==> src/rtl/blk_cnt_pkg.sv <==
package blk_cnt_pkg;
   typedef enum logic [1:0] {
      SEL_NONE = 2'd0,
      SEL_BLK  = 2'd1,
      SEL_ERR  = 2'd2
   } rd_sel_e;
endpackage

==> src/rtl/cnt_sat_cell.sv <==
module cnt_sat_cell #(
   parameter int W   = 16,
   parameter bit SAT = 1'b1
) (
   input  logic         clk,
   input  logic         rst_n,
   input  logic         inc,
   input  logic         clr,
   output logic [W-1:0] q
);
   localparam logic [W-1:0] LIMIT = '1;
   localparam logic [W-1:0] ONE   = W'(1);

   logic at_lim;

   generate
      if (SAT) begin : g_sat
         assign at_lim = (q == LIMIT);
      end else begin : g_wrap
         assign at_lim = 1'b0;
      end
   endgenerate

   always_ff @(posedge clk) begin
      if (!rst_n)               q <= '0;
      else if (clr)             q <= inc ? ONE : '0;
      else if (inc && !at_lim)  q <= q + ONE;
   end
endmodule

==> src/rtl/cnt_snap_rd.sv <==
module cnt_snap_rd
   import blk_cnt_pkg::*;
#(
   parameter int W = 16
) (
   input  logic         clk,
   input  logic         rst_n,
   input  logic         rd_en,
   input  rd_sel_e      sel,
   input  logic [W-1:0] blk_live,
   input  logic [W-1:0] err_live,
   output logic         clr,
   output logic [W-1:0] snap_err,
   output logic [W-1:0] rd_data
);
   logic [W-1:0] snap_blk;
   rd_sel_e      last_sel;

   assign clr = rd_en && (sel == SEL_ERR);

   always_ff @(posedge clk) begin
      if (!rst_n) begin
         snap_blk <= '0;
         snap_err <= '0;
         last_sel <= SEL_NONE;
      end else if (rd_en) begin
         last_sel <= sel;
         if (sel == SEL_BLK) begin
            snap_blk <= blk_live;
            snap_err <= err_live;
         end
      end
   end

   always_comb begin
      unique case (last_sel)
         SEL_BLK: rd_data = snap_blk;
         SEL_ERR: rd_data = snap_err;
         default: rd_data = '0;
      endcase
   end
endmodule

==> src/rtl/blk_cnt_pair.sv <==
module blk_cnt_pair
   import blk_cnt_pkg::*;
#(
   parameter int              CNT_W    = 16,
   parameter int              ADDR_W   = 16,
   parameter logic [ADDR_W-1:0] BLK_ADDR = 16'hCC05,
   parameter logic [ADDR_W-1:0] ERR_ADDR = 16'hCC06,
   parameter bit              SAT      = 1'b1
) (
   input  logic              clk,
   input  logic              rst_n,
   input  logic              blk_stb,
   input  logic              err_stb,
   input  logic              rd_en,
   input  logic [ADDR_W-1:0] rd_addr,
   output logic [CNT_W-1:0]  rd_data
);
   localparam int NCNT = 2;

   generate
      if (CNT_W < 2) begin : g_bad_w
         $error("blk_cnt_pair: CNT_W must be at least 2");
      end
      if (BLK_ADDR == ERR_ADDR) begin : g_bad_a
         $error("blk_cnt_pair: addresses must differ");
      end
      if (!SAT) begin : g_bad_s
         $error("blk_cnt_pair: counters must saturate");
      end
   endgenerate

   rd_sel_e           sel;
   logic              clr;
   logic [CNT_W-1:0]  snap_err;
   logic [NCNT-1:0]   inc;
   logic [CNT_W-1:0]  cnt_q [NCNT];

   always_comb begin
      if (rd_addr == BLK_ADDR)      sel = SEL_BLK;
      else if (rd_addr == ERR_ADDR) sel = SEL_ERR;
      else                          sel = SEL_NONE;
   end

   assign inc = {err_stb, blk_stb};

   for (genvar i = 0; i < NCNT; i++) begin : g_cnt
      cnt_sat_cell #(.W(CNT_W), .SAT(SAT)) u_cell (
         .clk  (clk),
         .rst_n(rst_n),
         .inc  (inc[i]),
         .clr  (clr),
         .q    (cnt_q[i])
      );
   end

   cnt_snap_rd #(.W(CNT_W)) u_snap (
      .clk     (clk),
      .rst_n   (rst_n),
      .rd_en   (rd_en),
      .sel     (sel),
      .blk_live(cnt_q[0]),
      .err_live(cnt_q[1]),
      .clr     (clr),
      .snap_err(snap_err),
      .rd_data (rd_data)
   );
endmodule

==> config.mk <==
export PLATFORM = sky130hd
export DESIGN_NAME = blk_cnt_pair
export DESIGN_NICKNAME = d
export VERILOG_FILES = /design/src/rtl/blk_cnt_pkg.sv /design/src/rtl/cnt_sat_cell.sv /design/src/rtl/cnt_snap_rd.sv /design/src/rtl/blk_cnt_pair.sv
export SDC_FILE = /design/constraint.sdc
export NUM_CORES = 1
export LEC_CHECK = 0
export CAP_MARGIN = 0
export CORE_ASPECT_RATIO = 0.75
export CORE_MARGIN = 4
export CORE_UTILIZATION = 47
export DETAILED_ROUTE_END_ITERATION = 10
export HOLD_SLACK_MARGIN = 0.06
export PLACE_DENSITY = 0.68
export SLEW_MARGIN = 10
export SYNTH_ARGS = -nofsm -noshare
export SYNTH_HDL_FRONTEND = slang
export SYNTH_HIERARCHICAL = 1
export SYNTH_SLANG_ARGS = --single-unit
==> constraint.sdc <==
create_clock -name clk -period 4.39 [get_ports clk]
set_input_delay 0.439 -clock clk [delete_from_list [all_inputs] [get_ports clk]]
set_output_delay 0.439 -clock clk [all_outputs]
set_load 0.02 [all_outputs]
==> Word-level counts from Yosys, hierarchy flattened <==
Index checks and enable logic that the tools add are counted.
{ "op_classes": {"add_sub_neg": 2, "eq_ne": 8, "n_mux": 9, "n_reduce_logical": 8} }
{ "ops": {"columns": ["operator", "n"], "rows": [
  ["$eq A16 B16 Y1 const B", 4],
  ["$mux W16", 4],
  ["$add A16 B1 Y16 const B", 2],
  ["$pmux W16 S2", 1],
  ["$eq A2 B1 Y1 const B", 2],
  ["$eq A2 B2 Y1 const B", 2],
  ["$mux W2", 2],
  ["$reduce_bool A2 Y1", 2],
  ["$logic_and A1 B1 Y1", 3],
  ["$logic_not A1 Y1", 2],
  ["$mux W1", 2],
  ["$reduce_and A2 Y1", 1]
]} }
{ "word_totals": {"register_bits": 66, "in_bits": 21, "out_inout_bits": 16, "wordCells": 32} }

==> Depth between registers and ports, before layout <==
{ "logic_depth": {"ltp_word": 6, "ltp_mapped": 9, "mapped_depth_nobuf": 8} }

==> Hierarchy <==
Netlist, hierarchy kept.
{ "by_module_without_submodules": {"columns": ["module", "n_inst", "cells_each", "area_each_um2", "seq_area_each_um2"], "rows": [
  ["cnt_sat_cell", 2, 107, 950.9, 320.3],
  ["cnt_snap_rd", 1, 190, 1631.6, 680.7],
  ["blk_cnt_pair", 1, 7, 81.3, 0.0]
]} }

==> Worst setup path before layout <==
OpenSTA, ideal clock, no wires.
{ "synth_timing": {"kind": "input-to-reg", "startpoint": "in rd_addr[5]", "endpoint": "reg g_cnt[0].u_cell.q[10]", "setup_ns": 0.129, "arrival_ns": 2.210, "t_required_ns": 4.261, "path_slack_ns": 2.051, "stages": 9, "path_buffers": 1, "cell_sequence": "or4_4 > nor4_2 > nand2_1 > nor2_1 > nand2b_1 > clkbuf_1 > nor2_1 > nand4_1 > nand2_1"} }
{ "synth_between": {"elab_chain_len": 6, "word_cells_on_any_way": 8, "classes_between": "eq/ne: 3; mux: 3; reduce/logical: 2"} }
{ "synth_rtl": {"columns": ["item", "line", "text"], "rows": [
  ["start, declared", "blk_cnt_pair.sv:15", "input logic [ADDR_W-1:0] rd_addr,"],
  ["$eq A16 B16 Y1", "blk_cnt_pair.sv:40", "else if (rd_addr == ERR_ADDR) sel = SEL_ERR;"],
  ["$mux W2", "blk_cnt_pair.sv:40", null],
  ["$mux W2 (*)", "blk_cnt_pair.sv:39", "if (rd_addr == BLK_ADDR) sel = SEL_BLK;"],
  ["named net sel[1]", "blk_cnt_pair.sv:32", "rd_sel_e sel;"],
  ["$eq A2 B2 Y1 (*)", "cnt_snap_rd.sv:19", "assign clr = rd_en && (sel == SEL_ERR);"],
  ["$logic_and A1 B1 Y1 (*)", "cnt_snap_rd.sv:19", null],
  ["named net clr", "blk_cnt_pair.sv:33", "logic clr;"],
  ["$mux W16 / $reduce_bool A2 Y1 (equally long branches)", null, null],
  ["end signal, assigned", "cnt_sat_cell.sv:26", "else if (clr) q <= inc ? ONE : '0;"],
  ["end signal, assigned", "cnt_sat_cell.sv:27", "else if (inc && !at_lim) q <= q + ONE;"],
  ["end, declared", "cnt_sat_cell.sv:9", "output logic [W-1:0] q"]
]} }
Mark *: on every way through the listed nets, which the timed path passes. The rest lies on a longest branch.
A chain may end at the register's enable or synchronous reset.

==> Worst setup path in the final report <==
{ "layout_timing": {"startpoint": "in rd_addr[5]", "endpoint": "reg g_cnt[1].u_cell.q[13]"} }
{ "layout_between": {"elab_chain_len": 6, "word_cells_on_any_way": 8, "classes_between": "eq/ne: 3; mux: 3; reduce/logical: 2"} }
{ "layout_rtl": {"columns": ["item", "line"], "rows": [
  ["$eq A16 B16 Y1", "blk_cnt_pair.sv:40"],
  ["$mux W2", "blk_cnt_pair.sv:40"],
  ["$mux W2 (*)", "blk_cnt_pair.sv:39"],
  ["named net sel[1]", "blk_cnt_pair.sv:32"],
  ["$eq A2 B2 Y1 (*)", "cnt_snap_rd.sv:19"],
  ["$logic_and A1 B1 Y1 (*)", "cnt_snap_rd.sv:19"],
  ["named net clr", "blk_cnt_pair.sv:33"],
  ["$mux W16 / $reduce_bool A2 Y1 (equally long branches)", null],
  ["end signal, assigned", "cnt_sat_cell.sv:26"],
  ["end signal, assigned", "cnt_sat_cell.sv:27"],
  ["end, declared", "cnt_sat_cell.sv:9"]
]} }
Marked as above.

==> impl_metrics.tcl <==
set metrics [dict create \
    outcome "completed" \
    via_per_inst 5.722 \
    finClkSkew_ns 0.01017 \
    arrival_ns 3.04 \
    seq_area_um2 1321 \
    cts_sinks 66 \
    total_power_w 0.001115 \
    crit_path_top_delay_cell "or4_4" \
    finalSetupViolCount 0 \
    grt_pass1_wl_um 13990 \
    path_cells "clkdlybuf4s50_1, or4_4, nor4_2, nand2_1, nor2_1, nand2b_1, nor2_1, a41o_1" \
    gr-total-overflow 0 \
    synth_compound_gate_area_share_pct 16.96 \
    cts.path.max_buffers 2 \
    ios 37 \
    multi_input_area_um2 2081 \
    die_x_um 109.3 \
    post_cts_resize_count 0 \
    total_leakage_power_nw 1.342 \
    hold_viol 0 \
    cp.depth 8 \
    synthSimpleGateAreaFrac_pct 29.49 \
    drive_above_1_share_pct 9.655 \
    slew_violations 0 \
    grt_pass1_vias 2810 \
    clk_pin_slew_ns 0.07 \
    crit_end "g_cnt[1].u_cell/q[13]" \
    cts_buffers 9 \
    setup_tns_ns 0 \
    crit_path_start_kind "input pin" \
    wire_per_inst_um 15.56 \
    path_class "in2reg" \
    critPathBufInv 1 \
    htreeDepth 3 \
    synth_adder_area_share_pct 1.385 \
    crit_required_ns 4.63 \
    hold_buffers 0 \
    clk_latency_ns 0.35 \
    max_stage_delay_ns 0.56 \
    hold-worst-slack_ns 0.4562 \
    max_cap_violations 0 \
    synth_edf_count 0 \
    dieArea_um2 9173 \
    diodes 0 \
    cp_common_cell "nor2_1" \
    coreArea_um2 7398 \
    antenna_found_initial 0 \
    critPathMaxFanout 13 \
    synth_top_family_by_area "simple AND/OR/NAND/NOR gates" \
    power_density_nw_per_um2 272.3 \
    synth_xor_area_share_pct 0 \
    muxShareOfSynthArea_pct 9.692 \
    cts_tree "yes" \
    rows 27 \
    avgSynthCellArea_um2 8.795 \
    netlist_instances 411 \
    wirelength_um 8342 \
    rr_endpoint "g_cnt[1].u_cell/q[2]" \
    rsz0062_at_grt "no" \
    synth_warnings 6 \
    worst_pin_slew_ns 0.9674 \
    postRouteAntennaNets 0 \
    drt-initial-drc-count 162 \
    post_dp_cell_area_um2 3921 \
    timing.final.crit_share_pct 63.64 \
    synth_seq_cells 66 \
    fmax_mhz 357.9 \
    synthToLayoutAreaGrowth_pct 13.22 \
    crit_start "rd_addr[5]" \
    grt_max_degree 45 \
    ys.flop_type "dfxtp_1" \
    crit_path_end_kind "flop" \
    place_congestion 0.8576 \
    post_cts_buffers 0 \
    nFillCells 674 \
    worst_hold_path_type "reg2reg" \
    finalNetCount 455 \
    drc_errors 0 \
    ys_types 53 \
    synth_nets 436 \
    ff2ff_path_depth 5 \
    syn_area_um2 3615 \
    relSlewSlack_pct 35.51 \
    final_common_cell "nand2_1" \
    crit_family "simple AND/OR/NAND/NOR gates" \
    drt-pass1-iter-count 5 \
    grt_usage_pct 18.96 \
    fp.dieH_um 83.95 \
    numPortBuffers 36 \
    fin_area_um2 4093 \
    irDropWorstVdd_mv 0.1745 \
    final_cell_mix "nand2_1 (81), dfxtp_1 (66), mux2i_1 (35), clkdlybuf4s50_1 (35), nor2_1 (23)" \
    ys_seq_area_share_pct 36.55 \
    ys_async_sr_fraction_pct 0 \
    hpwl_um 6008 \
    initial_core_util_pct 48.86 \
    num_vias 3067 \
    r2r_start "g_cnt[1].u_cell/q[0]" \
    rrSetupSlack_ns 2.48 \
    root_buffer "clkbuf_8" \
    fin_crit_ns 2.794 \
]
## tightest hold or removal path, cell delays in order, from the launching register on
cell     delay (ns)
dfxtp_1        0.31
nand2_1        0.05
mux2i_1        0.05
## metrics by stage
step	utilization, %	worst slack, ns	instances
2_1_floorplan	-	2.051	411
3_3_place_gp	53.00	1.343	520
3_5_place_dp	53.00	1.259	520
4_1_cts	55.32	1.619	536
5_1_grt	55.32	1.379	536
6_report	55.32	1.596	536
## flip-flops by register name, summed over array words and instances (netlist names)
name / flops
u_snap/snap_err: 16
u_snap/last_sel: 2
g_cnt.u_cell/q: 32
u_snap/snap_blk: 16
## final cells by class
cell class,count,share of cell area [%]
clock buffers,11,3.455
clock inverters,5,0.7337
inverters,8,0.7337
multi-input cells,308,50.84
flip-flops and latches,66,32.28
well taps,101,3.088
repair buffers,37,8.866
## routing by layer
layer | part of all wire [%] | wire length, um | track usage [%]
met1 | 49 | 4084 | 27.45
met2 | 46 | 3825 | 27.37
met3 | 3.9 | 326 | 4.408
met4 | 1.3 | 105 | 6.682
met5 | 0 | 0 | 0
## worst min-delay path by stage
stage                                    from                  end  slack [ns]  cells after the start
after global placement     u_snap/snap_blk[3]   u_snap/snap_blk[3]        0.44                      2
final                      u_snap/snap_blk[9]   u_snap/snap_blk[9]        0.46                      2
after global routing      u_snap/snap_err[14]  u_snap/snap_err[14]        0.48                      2
after floorplan            u_snap/snap_blk[0]   u_snap/snap_blk[0]        0.43                      2
after CTS                  u_snap/snap_blk[9]   u_snap/snap_blk[9]        0.46                      2
after detailed placement   u_snap/snap_blk[3]   u_snap/snap_blk[3]        0.45                      2
## synthesized netlist by cell type, types with 8 or more instances
cell type	n	share of area [%]
nand4_1	8	1.4
inv_1	8	0.83
nor2_1	23	2.4
mux2i_1	35	9.7
o31ai_1	8	1.7
or4_1	8	1.7
a22oi_1	16	3.3
dfxtp_1	66	37
buf_2	15	2.1
nand3_1	10	1.4
nand2_1	81	8.4
a21oi_1	12	1.7
clkbuf_1	9	0.93
## where the power goes
part | leakage [nW] | internal [W] | switching, W | total, W
sequential | 0.532 | 0.000601 | 0.00000397 | 0.000605
combinational | 0.725 | 0.0000252 | 0.0000299 | 0.0000551
clock | 0.0851 | 0.000217 | 0.000237 | 0.000454
total | 1.34 | 0.000844 | 0.000271 | 0.00111
## cell families (layout without fill, tap and decap cells)
family / after synthesis / in the layout
and+or+nand+nor: 188 / 188
AOI/OAI and AO/OA: 81 / 81
muxes: 35 / 35
adders and majority gates: 4 / 4
buffers and inverters: 37 / 61
DFF: 66 / 66
Power figures use the tool's default switching activity.
